**src/rtl/codec_pkg.sv**
```systemverilog
package codec_pkg;
  localparam int BYTE_W = 8;
  localparam int WORD_W = 24;
  localparam int LANES  = 4;
  localparam int GRP_W  = BYTE_W * LANES;

  localparam logic [2:0] FMT_B8    = 3'd0;
  localparam logic [2:0] FMT_B16   = 3'd1;
  localparam logic [2:0] FMT_PADHI = 3'd2;
  localparam logic [2:0] FMT_SPLIT = 3'd3;
  localparam logic [2:0] FMT_PADLO = 3'd6;

  function automatic logic fmt_legal(input logic [2:0] f);
    return (f == FMT_B8) || (f == FMT_B16) || (f == FMT_PADHI) ||
           (f == FMT_SPLIT) || (f == FMT_PADLO);
  endfunction

  // index of the last byte lane of one sample
  function automatic logic [1:0] last_lane(input logic [2:0] f);
    case (f)
      FMT_B8:  return 2'd0;
      FMT_B16: return 2'd1;
      default: return 2'd3;
    endcase
  endfunction

  // index of the last word of one sample
  function automatic logic last_word(input logic [2:0] f);
    return f == FMT_SPLIT;
  endfunction

  function automatic logic [WORD_W-1:0] grp_to_word(input logic [2:0] f,
                                                    input logic [GRP_W-1:0] g,
                                                    input logic sel);
    case (f)
      FMT_B8:    return {~g[7], g[6:0], 16'h0000};
      FMT_B16:   return {g[15:0], 8'h00};
      FMT_PADHI: return g[31:8];
      FMT_PADLO: return g[23:0];
      FMT_SPLIT: return sel ? g[31:8] : {g[7:0], 16'h0000};
      default:   return '0;
    endcase
  endfunction

  // round to nearest on bit 15, clamp positive overflow, flip sign bit
  function automatic logic [BYTE_W-1:0] round_u8(input logic [WORD_W-1:0] w);
    logic [8:0] s;
    logic [7:0] r;
    s = {w[23], w[23:16]} + {8'h00, w[15]};
    r = (!w[23] && s[7]) ? 8'h7F : s[7:0];
    return {~r[7], r[6:0]};
  endfunction

  function automatic logic [GRP_W-1:0] words_to_grp(input logic [2:0] f,
                                                    input logic [WORD_W-1:0] w0,
                                                    input logic [WORD_W-1:0] w1);
    case (f)
      FMT_B8:    return {24'h000000, round_u8(w0)};
      FMT_B16:   return {16'h0000, w0[23:8]};
      FMT_PADHI: return {w0, 8'h00};
      FMT_PADLO: return {8'h00, w0};
      FMT_SPLIT: return {w1, w0[23:16]};
      default:   return '0;
    endcase
  endfunction
endpackage

```
**src/rtl/codec_ctl.sv**
```systemverilog
module codec_ctl #(
  parameter int COUNT_W = 24
) (
  input  logic               clk,
  input  logic               rst_n,
  input  logic               start,
  input  logic               dir_i,
  input  logic [2:0]         fmt_i,
  input  logic [COUNT_W-1:0] count_i,
  input  logic               sample_done,
  output logic               busy,
  output logic               skip,
  output logic               done,
  output logic               dir_q,
  output logic [2:0]         fmt_q,
  output logic               clr
);
  import codec_pkg::*;

  logic               busy_d, skip_d, done_d, dir_d;
  logic [2:0]         fmt_d;
  logic [COUNT_W-1:0] rem_q, rem_d;
  logic               fits, accept;

  always_comb begin
    fits = fmt_legal(fmt_i) &&
           !((fmt_i == FMT_B8)  && (count_i[1:0] != 2'b00)) &&
           !((fmt_i == FMT_B16) && count_i[0]);
    accept = start && !busy;
    clr    = accept;
    busy_d = busy;
    rem_d  = rem_q;
    dir_d  = dir_q;
    fmt_d  = fmt_q;
    skip_d = 1'b0;
    done_d = 1'b0;
    if (accept) begin
      if (!fits) begin
        skip_d = 1'b1;
      end else if (count_i == '0) begin
        done_d = 1'b1;
      end else begin
        busy_d = 1'b1;
        rem_d  = count_i;
        dir_d  = dir_i;
        fmt_d  = fmt_i;
      end
    end else if (busy && sample_done) begin
      rem_d = rem_q - 1'b1;
      if (rem_q == COUNT_W'(1)) begin
        busy_d = 1'b0;
        done_d = 1'b1;
      end
    end
  end

  always_ff @(posedge clk or negedge rst_n) begin
    if (!rst_n) begin
      busy  <= 1'b0;
      skip  <= 1'b0;
      done  <= 1'b0;
      dir_q <= 1'b0;
      fmt_q <= 3'd0;
      rem_q <= '0;
    end else begin
      busy  <= busy_d;
      skip  <= skip_d;
      done  <= done_d;
      dir_q <= dir_d;
      fmt_q <= fmt_d;
      rem_q <= rem_d;
    end
  end
endmodule

```
**src/rtl/codec_unpack.sv**
```systemverilog
module codec_unpack (
  input  logic                         clk,
  input  logic                         rst_n,
  input  logic                         en,
  input  logic                         clr,
  input  logic [2:0]                   fmt,
  input  logic                         bi_valid,
  output logic                         bi_ready,
  input  logic [codec_pkg::BYTE_W-1:0] bi_data,
  output logic                         wo_valid,
  input  logic                         wo_ready,
  output logic [codec_pkg::WORD_W-1:0] wo_data,
  output logic                         sample_done
);
  import codec_pkg::*;

  logic             emit_q, emit_d;
  logic [1:0]       lane_q, lane_d;
  logic             wsel_q, wsel_d;
  logic [GRP_W-1:0] grp_q, grp_d;

  always_comb begin
    emit_d      = emit_q;
    lane_d      = lane_q;
    wsel_d      = wsel_q;
    grp_d       = grp_q;
    sample_done = 1'b0;
    bi_ready    = en && !emit_q;
    wo_valid    = en && emit_q;
    wo_data     = grp_to_word(fmt, grp_q, wsel_q);
    if (clr) begin
      emit_d = 1'b0;
      lane_d = 2'd0;
      wsel_d = 1'b0;
    end else if (bi_ready && bi_valid) begin
      grp_d[{lane_q, 3'b000} +: BYTE_W] = bi_data;
      if (lane_q == last_lane(fmt)) begin
        emit_d = 1'b1;
        lane_d = 2'd0;
        wsel_d = 1'b0;
      end else begin
        lane_d = lane_q + 2'd1;
      end
    end else if (wo_valid && wo_ready) begin
      if (wsel_q == last_word(fmt)) begin
        emit_d      = 1'b0;
        sample_done = 1'b1;
      end else begin
        wsel_d = 1'b1;
      end
    end
  end

  always_ff @(posedge clk or negedge rst_n) begin
    if (!rst_n) begin
      emit_q <= 1'b0;
      lane_q <= 2'd0;
      wsel_q <= 1'b0;
      grp_q  <= '0;
    end else begin
      emit_q <= emit_d;
      lane_q <= lane_d;
      wsel_q <= wsel_d;
      grp_q  <= grp_d;
    end
  end
endmodule

```
**src/rtl/codec_pack.sv**
```systemverilog
module codec_pack (
  input  logic                         clk,
  input  logic                         rst_n,
  input  logic                         en,
  input  logic                         clr,
  input  logic [2:0]                   fmt,
  input  logic                         wi_valid,
  output logic                         wi_ready,
  input  logic [codec_pkg::WORD_W-1:0] wi_data,
  output logic                         bo_valid,
  input  logic                         bo_ready,
  output logic [codec_pkg::BYTE_W-1:0] bo_data,
  output logic                         sample_done
);
  import codec_pkg::*;

  logic              emit_q, emit_d;
  logic [1:0]        lane_q, lane_d;
  logic              wsel_q, wsel_d;
  logic [WORD_W-1:0] w0_q, w0_d, w1_q, w1_d;
  logic [GRP_W-1:0]  grp;

  always_comb begin
    emit_d      = emit_q;
    lane_d      = lane_q;
    wsel_d      = wsel_q;
    w0_d        = w0_q;
    w1_d        = w1_q;
    sample_done = 1'b0;
    grp         = words_to_grp(fmt, w0_q, w1_q);
    wi_ready    = en && !emit_q;
    bo_valid    = en && emit_q;
    bo_data     = grp[{lane_q, 3'b000} +: BYTE_W];
    if (clr) begin
      emit_d = 1'b0;
      lane_d = 2'd0;
      wsel_d = 1'b0;
    end else if (wi_ready && wi_valid) begin
      if (wsel_q) w1_d = wi_data;
      else        w0_d = wi_data;
      if (wsel_q == last_word(fmt)) begin
        emit_d = 1'b1;
        wsel_d = 1'b0;
        lane_d = 2'd0;
      end else begin
        wsel_d = 1'b1;
      end
    end else if (bo_valid && bo_ready) begin
      if (lane_q == last_lane(fmt)) begin
        emit_d      = 1'b0;
        sample_done = 1'b1;
      end else begin
        lane_d = lane_q + 2'd1;
      end
    end
  end

  always_ff @(posedge clk or negedge rst_n) begin
    if (!rst_n) begin
      emit_q <= 1'b0;
      lane_q <= 2'd0;
      wsel_q <= 1'b0;
      w0_q   <= '0;
      w1_q   <= '0;
    end else begin
      emit_q <= emit_d;
      lane_q <= lane_d;
      wsel_q <= wsel_d;
      w0_q   <= w0_d;
      w1_q   <= w1_d;
    end
  end
endmodule

```
**src/rtl/sample_codec.sv**
```systemverilog
module sample_codec #(
  parameter int COUNT_W = 24
) (
  input  logic               clk,
  input  logic               rst_n,
  input  logic               start,
  input  logic               dir,
  input  logic [2:0]         fmt,
  input  logic [COUNT_W-1:0] count,
  output logic               busy,
  output logic               skip,
  output logic               done,
  input  logic               bi_valid,
  output logic               bi_ready,
  input  logic [7:0]         bi_data,
  output logic               wo_valid,
  input  logic               wo_ready,
  output logic [23:0]        wo_data,
  input  logic               wi_valid,
  output logic               wi_ready,
  input  logic [23:0]        wi_data,
  output logic               bo_valid,
  input  logic               bo_ready,
  output logic [7:0]         bo_data
);
  logic [1:0] rst_sync_q;
  logic       rst_sn;
  logic       dir_q, clr, in_done, out_done;
  logic [2:0] fmt_q;

  // asynchronous assert, synchronous release
  always_ff @(posedge clk or negedge rst_n) begin
    if (!rst_n) rst_sync_q <= 2'b00;
    else        rst_sync_q <= {rst_sync_q[0], 1'b1};
  end
  assign rst_sn = rst_sync_q[1];

  codec_ctl #(.COUNT_W(COUNT_W)) u_ctl (
    .clk(clk), .rst_n(rst_sn), .start(start), .dir_i(dir), .fmt_i(fmt),
    .count_i(count), .sample_done(in_done | out_done), .busy(busy),
    .skip(skip), .done(done), .dir_q(dir_q), .fmt_q(fmt_q), .clr(clr)
  );

  codec_unpack u_unpack (
    .clk(clk), .rst_n(rst_sn), .en(busy && !dir_q), .clr(clr), .fmt(fmt_q),
    .bi_valid(bi_valid), .bi_ready(bi_ready), .bi_data(bi_data),
    .wo_valid(wo_valid), .wo_ready(wo_ready), .wo_data(wo_data),
    .sample_done(in_done)
  );

  codec_pack u_pack (
    .clk(clk), .rst_n(rst_sn), .en(busy && dir_q), .clr(clr), .fmt(fmt_q),
    .wi_valid(wi_valid), .wi_ready(wi_ready), .wi_data(wi_data),
    .bo_valid(bo_valid), .bo_ready(bo_ready), .bo_data(bo_data),
    .sample_done(out_done)
  );
endmodule

```
**config.mk**
```make
export PLATFORM = sky130hd
export DESIGN_NAME = sample_codec
export DESIGN_NICKNAME = d
export VERILOG_FILES = /design/src/rtl/codec_pkg.sv /design/src/rtl/codec_ctl.sv /design/src/rtl/codec_unpack.sv /design/src/rtl/codec_pack.sv /design/src/rtl/sample_codec.sv
export SDC_FILE = /design/constraint.sdc
export NUM_CORES = 1
export LEC_CHECK = 0
export ABC_AREA = 1
export BUFFER_PORTS_ARGS = -buffer_cell sky130_fd_sc_hd__buf_2
export CAP_MARGIN = 20
export CORE_MARGIN = 2
export CORE_UTILIZATION = 50
export CTS_CLUSTER_SIZE = 20
export DETAILED_ROUTE_END_ITERATION = 16
export PLACE_DENSITY = 0.77
export SYNTH_ARGS = -nofsm -noshare
export SYNTH_HDL_FRONTEND = slang
export SYNTH_SLANG_ARGS = --single-unit
```
**constraint.sdc**
```tcl
create_clock -name clk -period 6 [get_ports clk]
set_input_delay 0.9 -clock clk [delete_from_list [all_inputs] [get_ports clk]]
set_output_delay 0.9 -clock clk [all_outputs]
set_load 0.03 [all_outputs]
```
After elaboration in Yosys (flattened, before gate mapping)
Cells that the tools add are included.

Register bits: 121. Input bits: 67.

Add/sub/neg operators: 5. Equal/unequal tests: 19. Shifts and indexed selects: 3. Mux-type cells: 61. Bitwise gates (word level): 6. Reductions and logical operators: 50.

Operators by type and width (count): 32-bit case mux with 5 select lines (1); 24-bit two-way mux (5); 24-bit case mux with 5 select lines (1); 1-bit two-way mux (38); 32-bit bitwise mux (1); 8-bit by 7-bit variable shift with 32-bit output (first input constant) (1); 32-bit by 6-bit variable part select with 8-bit output (1); 8-bit by 7-bit variable part select with 32-bit output (1); 2-bit two-way mux (13); 24-bit by 1-bit equality test with 1-bit output (second input constant) (1); 24-bit zero test (1); 3-bit AND reduction (8); 24-bit by 1-bit subtractor with 24-bit output (second input constant) (1); 1-bit logical AND (17); 3-bit by 2-bit equality test with 1-bit output (second input constant) (4); 3-bit nonzero test (4); 2-bit nonzero test (5); 8-bit by 2-bit adder with 8-bit output (1); 8-bit two-way mux (1); 1-bit zero test (7); 5-bit negation with 7-bit output (1); 3-bit by 1-bit equality test with 1-bit output (second input constant) (2); 3-bit equality test (second input constant) (2); 3-bit zero test (2); other kinds (13) (25).

Depth between registers and ports, before layout
Depth in word-level cells: 15. Gate-level depth with buffers: 12. Gate-level depth less buffers: 12.

Hierarchy
Synthesis repeated with hierarchy kept, for this count alone.

Cell total of the unflattened synthesis: 1157. Area total of the unflattened synthesis: 7870.0 sq um.

By module, submodules not included: codec_pack (times used 1, cells each 497, area an instance 3304.4 sq um, seq. area each 1301.2 sq um); codec_unpack (times used 1, cells each 301, area an instance 2275.9 sq um, seq. area each 900.9 sq um); codec_ctl (times used 1, cells each 349, area an instance 2207.1 sq um, seq. area each 775.7 sq um); sample_codec (times used 1, cells each 10, area an instance 82.6 sq um, seq. area each 50.0 sq um).

Least setup slack after synthesis
Ideal clock, no wire load.

Path kind: reg2out. Start: register u_ctl.fmt_q[1]. End: output port wo_data[17]. Arrival: 1.654 ns. Required time: 5.100 ns. Setup slack: 3.446 ns. Cell stages (with the launch flop): 7. Cell sequence: dfrtp_1 inv_2 nor2_4 nand2_4 inv_2 a21oi_1 o21ai_0.

Longest elaborated chain between the ends: 2. Elaborated cells on any way between the ends: 6. Classes of those cells: 4 x eq/ne; 1 x mux; 1 x reduce/logical.

RTL lines: start: declaration (RTL line codec_ctl.sv:15) `output logic [2:0] fmt_q,`; start signal: assignment (RTL line codec_ctl.sv:70) `fmt_q <= fmt_d;`; 3-bit by 2-bit equality test with 1-bit output (tied with other cells) (RTL line codec_pkg.sv:35) `case (f)`; 24-bit case mux with 5 select lines (*) (RTL line codec_pkg.sv:35); end: declaration (RTL line sample_codec.sv:18) `output logic [23:0] wo_data,`.

Every way passes the cells marked *; elsewhere a longest branch is shown, timed or not.

Worst setup path in the final report
Start: register u_ctl.fmt_q[2]. End: output port bo_data[4].

Longest elaborated chain between the ends: 3. Elaborated cells on any way between the ends: 7. Classes of those cells: 4 x eq/ne; 1 x shift; 1 x mux; 1 x reduce/logical.

RTL lines: 3-bit by 2-bit equality test with 1-bit output (tied with other cells) (RTL line codec_pkg.sv:57) `case (f)`; 32-bit case mux with 5 select lines (*) (RTL line codec_pkg.sv:57); 32-bit by 6-bit variable part select with 8-bit output (*) (RTL line codec_pack.sv:33) `bo_data = grp[{lane_q, 3'b000} +: BYTE_W];`; end: declaration (RTL line sample_codec.sv:24) `output logic [7:0] bo_data`.

Marked as above.

==> results.py <==
metrics = {
    "synth": {
        "ys_seq_elements": 121,
        "ys_seq_area_frac": 0.4030,
        "netlist_area_um2": 7513,
        "synth_cells": 1089,
        "synth_area_leader_cell": "dfrtp_1",
        "yosys.cell_types.count": 43,
        "synth_top_area_frac": 0.4030,
        "ys_warn_count": 0,
        "synth.area.top_cells": "dfrtp_1, nand2_1, o21ai_0",
        "synth_nets": 1165,
        "avgSynthCellArea_um2": 6.899,
    },
    "critical_path": {
        "critPathMaxFanout": 23,
        "r2r_setup_slack_ns": 2.94,
        "cp.arrival_ns": 3.67,
        "rr_worst_depth": 8,
        "worst_ep_required_time_ns": 5.10,
        "r2r_start": "u_ctl.busy",
        "r2r-end": "u_ctl.rem_q[14]",
        "cp-start-kind": "flop",
        "endpoint_kind": "primary output",
        "critical_path_class": "reg2out",
    },
    "global_routing": {
        "grt_pass1_wl_um": 34350,
        "grt_pass1_vias": 6969,
        "antenna_found_initial": 0,
        "overflow": 0,
        "grt_max_degree": 72,
        "grt_usage": 0.2639,
    },
    "floorplanning": {
        "rows": 44,
        "initial_core_util": 0.5150,
        "die_w_um": 126.6,
        "ioPinCount": 106,
        "core_area_um2": 14590,
        "die_h_um": 126.6,
        "dieArea_um2": 16020,
    },
    "power": {
        "p_clk_frac": 0.229,
        "p_sw_frac": 0.4743,
        "seqPwrFrac": 0.313,
        "intPower_uw": 2553,
        "p_leak_uw": 0.004430,
        "power_density_nw_per_um2": 557.2,
        "p_sw_uw": 2303,
        "ir_drop_v": 0.0003380,
        "combPwrFrac": 0.458,
    },
    "sta": {
        "final-setup-viol-count": 0,
        "period_share": 0.7615,
        "worstMarginPinSlew_ns": 0.9803,
        "rsz0062_at_grt": "false",
        "fin_skew_ns": 0.007412,
        "fin_setup_tns_ns": 0,
        "slew_headroom": 0.3458,
        "drv_slew": 0,
        "hold_viol": 0,
        "finalCriticalPeriod_ns": 4.569,
        "fmax_mhz": 218.9,
    },
    "clocking": {
        "cts_root_buffer": "clkbuf_16",
        "postCtsHoldBufs": 0,
        "numClockSinks": 121,
        "cts_tree": "done",
        "htree_levels": 4,
        "post_cts_buffers": 0,
        "clk_latency_ns": 0.42,
        "cts_resized": 0,
        "clockBufferDepth": 2,
        "clk_pin_slew_ns": 0.05,
        "cts_made_buffers": 17,
    },
    "drt": {
        "wl_per_cell_um": 15.15,
        "ant_nets": 0,
        "drtIter0Drc": 787,
        "via_per_inst": 5.479,
        "first_pass_iters": 6,
        "postRouteWirelength_um": 20750,
        "vias": 7506,
        "drc": 0,
    },
    "layout": {
        "fillers": 1377,
        "nets": 1249,
        "drive_gt1_frac": 0.1425,
        "multiInputGateArea_um2": 3716,
        "fin_util": 0.5973,
        "ff_latch_area_um2": 3032,
        "final_common_cell": "nand2_1",
        "final_cell_mix": "nand2_1, inv_1, o21ai_0, dfrtp_1, buf_2",
        "synthToLayoutAreaGrowth_pct": 15.99,
        "diodes": 0,
    },
    "place": {
        "dp_hpwl_um": 14100,
        "place.port_buffers": 105,
        "gp_congestion": 0.9330,
    },
    "status": {
        "status": "complete, no violations",
    },
    "min_path": {
        "hold_path.class": "in2async",
    },
    "job": {
        "cap_violations": 0,
    },
}
==> final cells by class <==
type                       count  share of cell area
clock buffer                  19             0.04968
clock inverter                13             0.02312
inverter                     147             0.06360
multi-input combinational    778              0.4264
sequential                   121              0.3479
tap                          184             0.02642
timing repair buffer         108             0.06289
==> flip-flops by register name, indices dropped and copies added, names as in the netlist, 2 cells and up <==
| signal | count |
|---|---|
| u_unpack.lane_q | 2 |
| u_ctl.fmt_q | 3 |
| u_ctl.rem_q | 24 |
| rst_sync_q | 2 |
| u_pack.w0_q | 24 |
| u_pack.lane_q | 2 |
| u_unpack.grp_q | 32 |
| u_pack.w1_q | 24 |
==> power by group through the flow <==
stage               sequential [uW]  clock, uW  combinational [uW]
floorplan                      1370          0                1750
global placement               1510          0                2150
detailed placement             1510          0                2190
CTS                            1510       1120                2210
global route                   1560       1160                2490
finish                         1520       1110                2220
==> routing by layer <==
layer / global-route usage / wire length, um / vias to the layer above
met4: 0.08209 / 460 / 0
met1: 0.3663 / 9240 / 3443
met3: 0.05356 / 1573 / 37
met5: 0 / 0 / -
met2: 0.4184 / 9479 / 322
li1: - / - / 3704
==> worst max-delay path by stage <==
stage                         from          to  slack (ns)  depth (start not counted)
finish              u_ctl.fmt_q[2]  bo_data[4]        1.43                          8
global route        u_ctl.fmt_q[2]  bo_data[4]        1.16                          8
CTS                 u_ctl.fmt_q[2]  bo_data[5]        1.53                          8
detailed placement  u_ctl.fmt_q[2]  bo_data[5]        2.00                          8
global placement    u_ctl.fmt_q[2]  bo_data[1]        2.09                          8
floorplan            rst_sync_q[1]  u_ctl.busy        2.38                          0
==> through the flow <==
stage / power (uW) / cell area (um^2) / worst slack (ns) / cells / hold slack [ns]
after CTS: 4835 / 8715 / 1.525 / 1370 / 0.2524
after global placement: 3662 / 8080 / 2.093 / 1338 / 0.3397
after detailed placement: 3700 / 8080 / 2.004 / 1338 / 0.3412
final: 4856 / 8715 / 1.431 / 1370 / 0.2562
after floorplan: 3119 / 7513 / 2.379 / 1089 / 0.3312
after global routing: 5217 / 8715 / 1.159 / 1370 / 0.2503
==> critical path, cell delays in order (launching register included) <==
cell and delay, ns:
dfrtp_1 0.88, nor2_1 0.25, nand2_1 0.77, clkinv_1 0.63
a21oi_1 0.29, nand3_1 0.10, nand2_1 0.07, nand2_1 0.06
buf_2 0.19
==> cell usage after synthesis <==
| cell | count |
|---|---|
| nand2_1 | 319 |
| inv_1 | 139 |
| o21ai_0 | 124 |
| dfrtp_1 | 121 |
| nor2_1 | 95 |
| nand3_1 | 75 |
| a21oi_1 | 35 |
| clkbuf_1 | 19 |
| nand4_1 | 17 |
| buf_2 | 16 |
| o21ai_1 | 13 |
| a22oi_1 | 12 |
| o22ai_1 | 10 |
| a31oi_1 | 9 |
| ha_1 | 9 |
| o221ai_1 | 8 |
| o2111ai_1 | 7 |
| inv_2 | 6 |
| nor2_4 | 6 |
| o211ai_1 | 6 |
| buf_4 | 5 |
| or2_2 | 5 |
| xor2_1 | 5 |
| nand2_2 | 4 |
| buf_6 | 2 |
| nor2_2 | 2 |
| nor3_1 | 2 |
| nor4_1 | 2 |
| o21bai_1 | 2 |
| a211oi_1 | 1 |
| and2_1 | 1 |
| buf_1 | 1 |
| clkinv_1 | 1 |
| conb_1 | 1 |
| inv_4 | 1 |
| nand2_4 | 1 |
| nand3_2 | 1 |
| nand3_4 | 1 |
| nor3_2 | 1 |
| nor3b_1 | 1 |
| nor3b_2 | 1 |
| o21ai_2 | 1 |
| xnor2_1 | 1 |
==> cells by family (layout without fill, tap and decap cells) <==
| family | after synthesis | after routing | synth area share |
|---|---|---|---|
| fa+ha+maj | 9 | 9 | 0.01499 |
| flops | 121 | 121 | 0.4030 |
| xor+xnor | 6 | 6 | 0.006994 |
| buf+inv | 190 | 287 | 0.1024 |
| other cells | 1 | 1 | 0.0004991 |
| compound gates | 228 | 228 | 0.1700 |
| simple gates | 534 | 534 | 0.3021 |
Note: power is estimated with default switching activity, not from simulation.
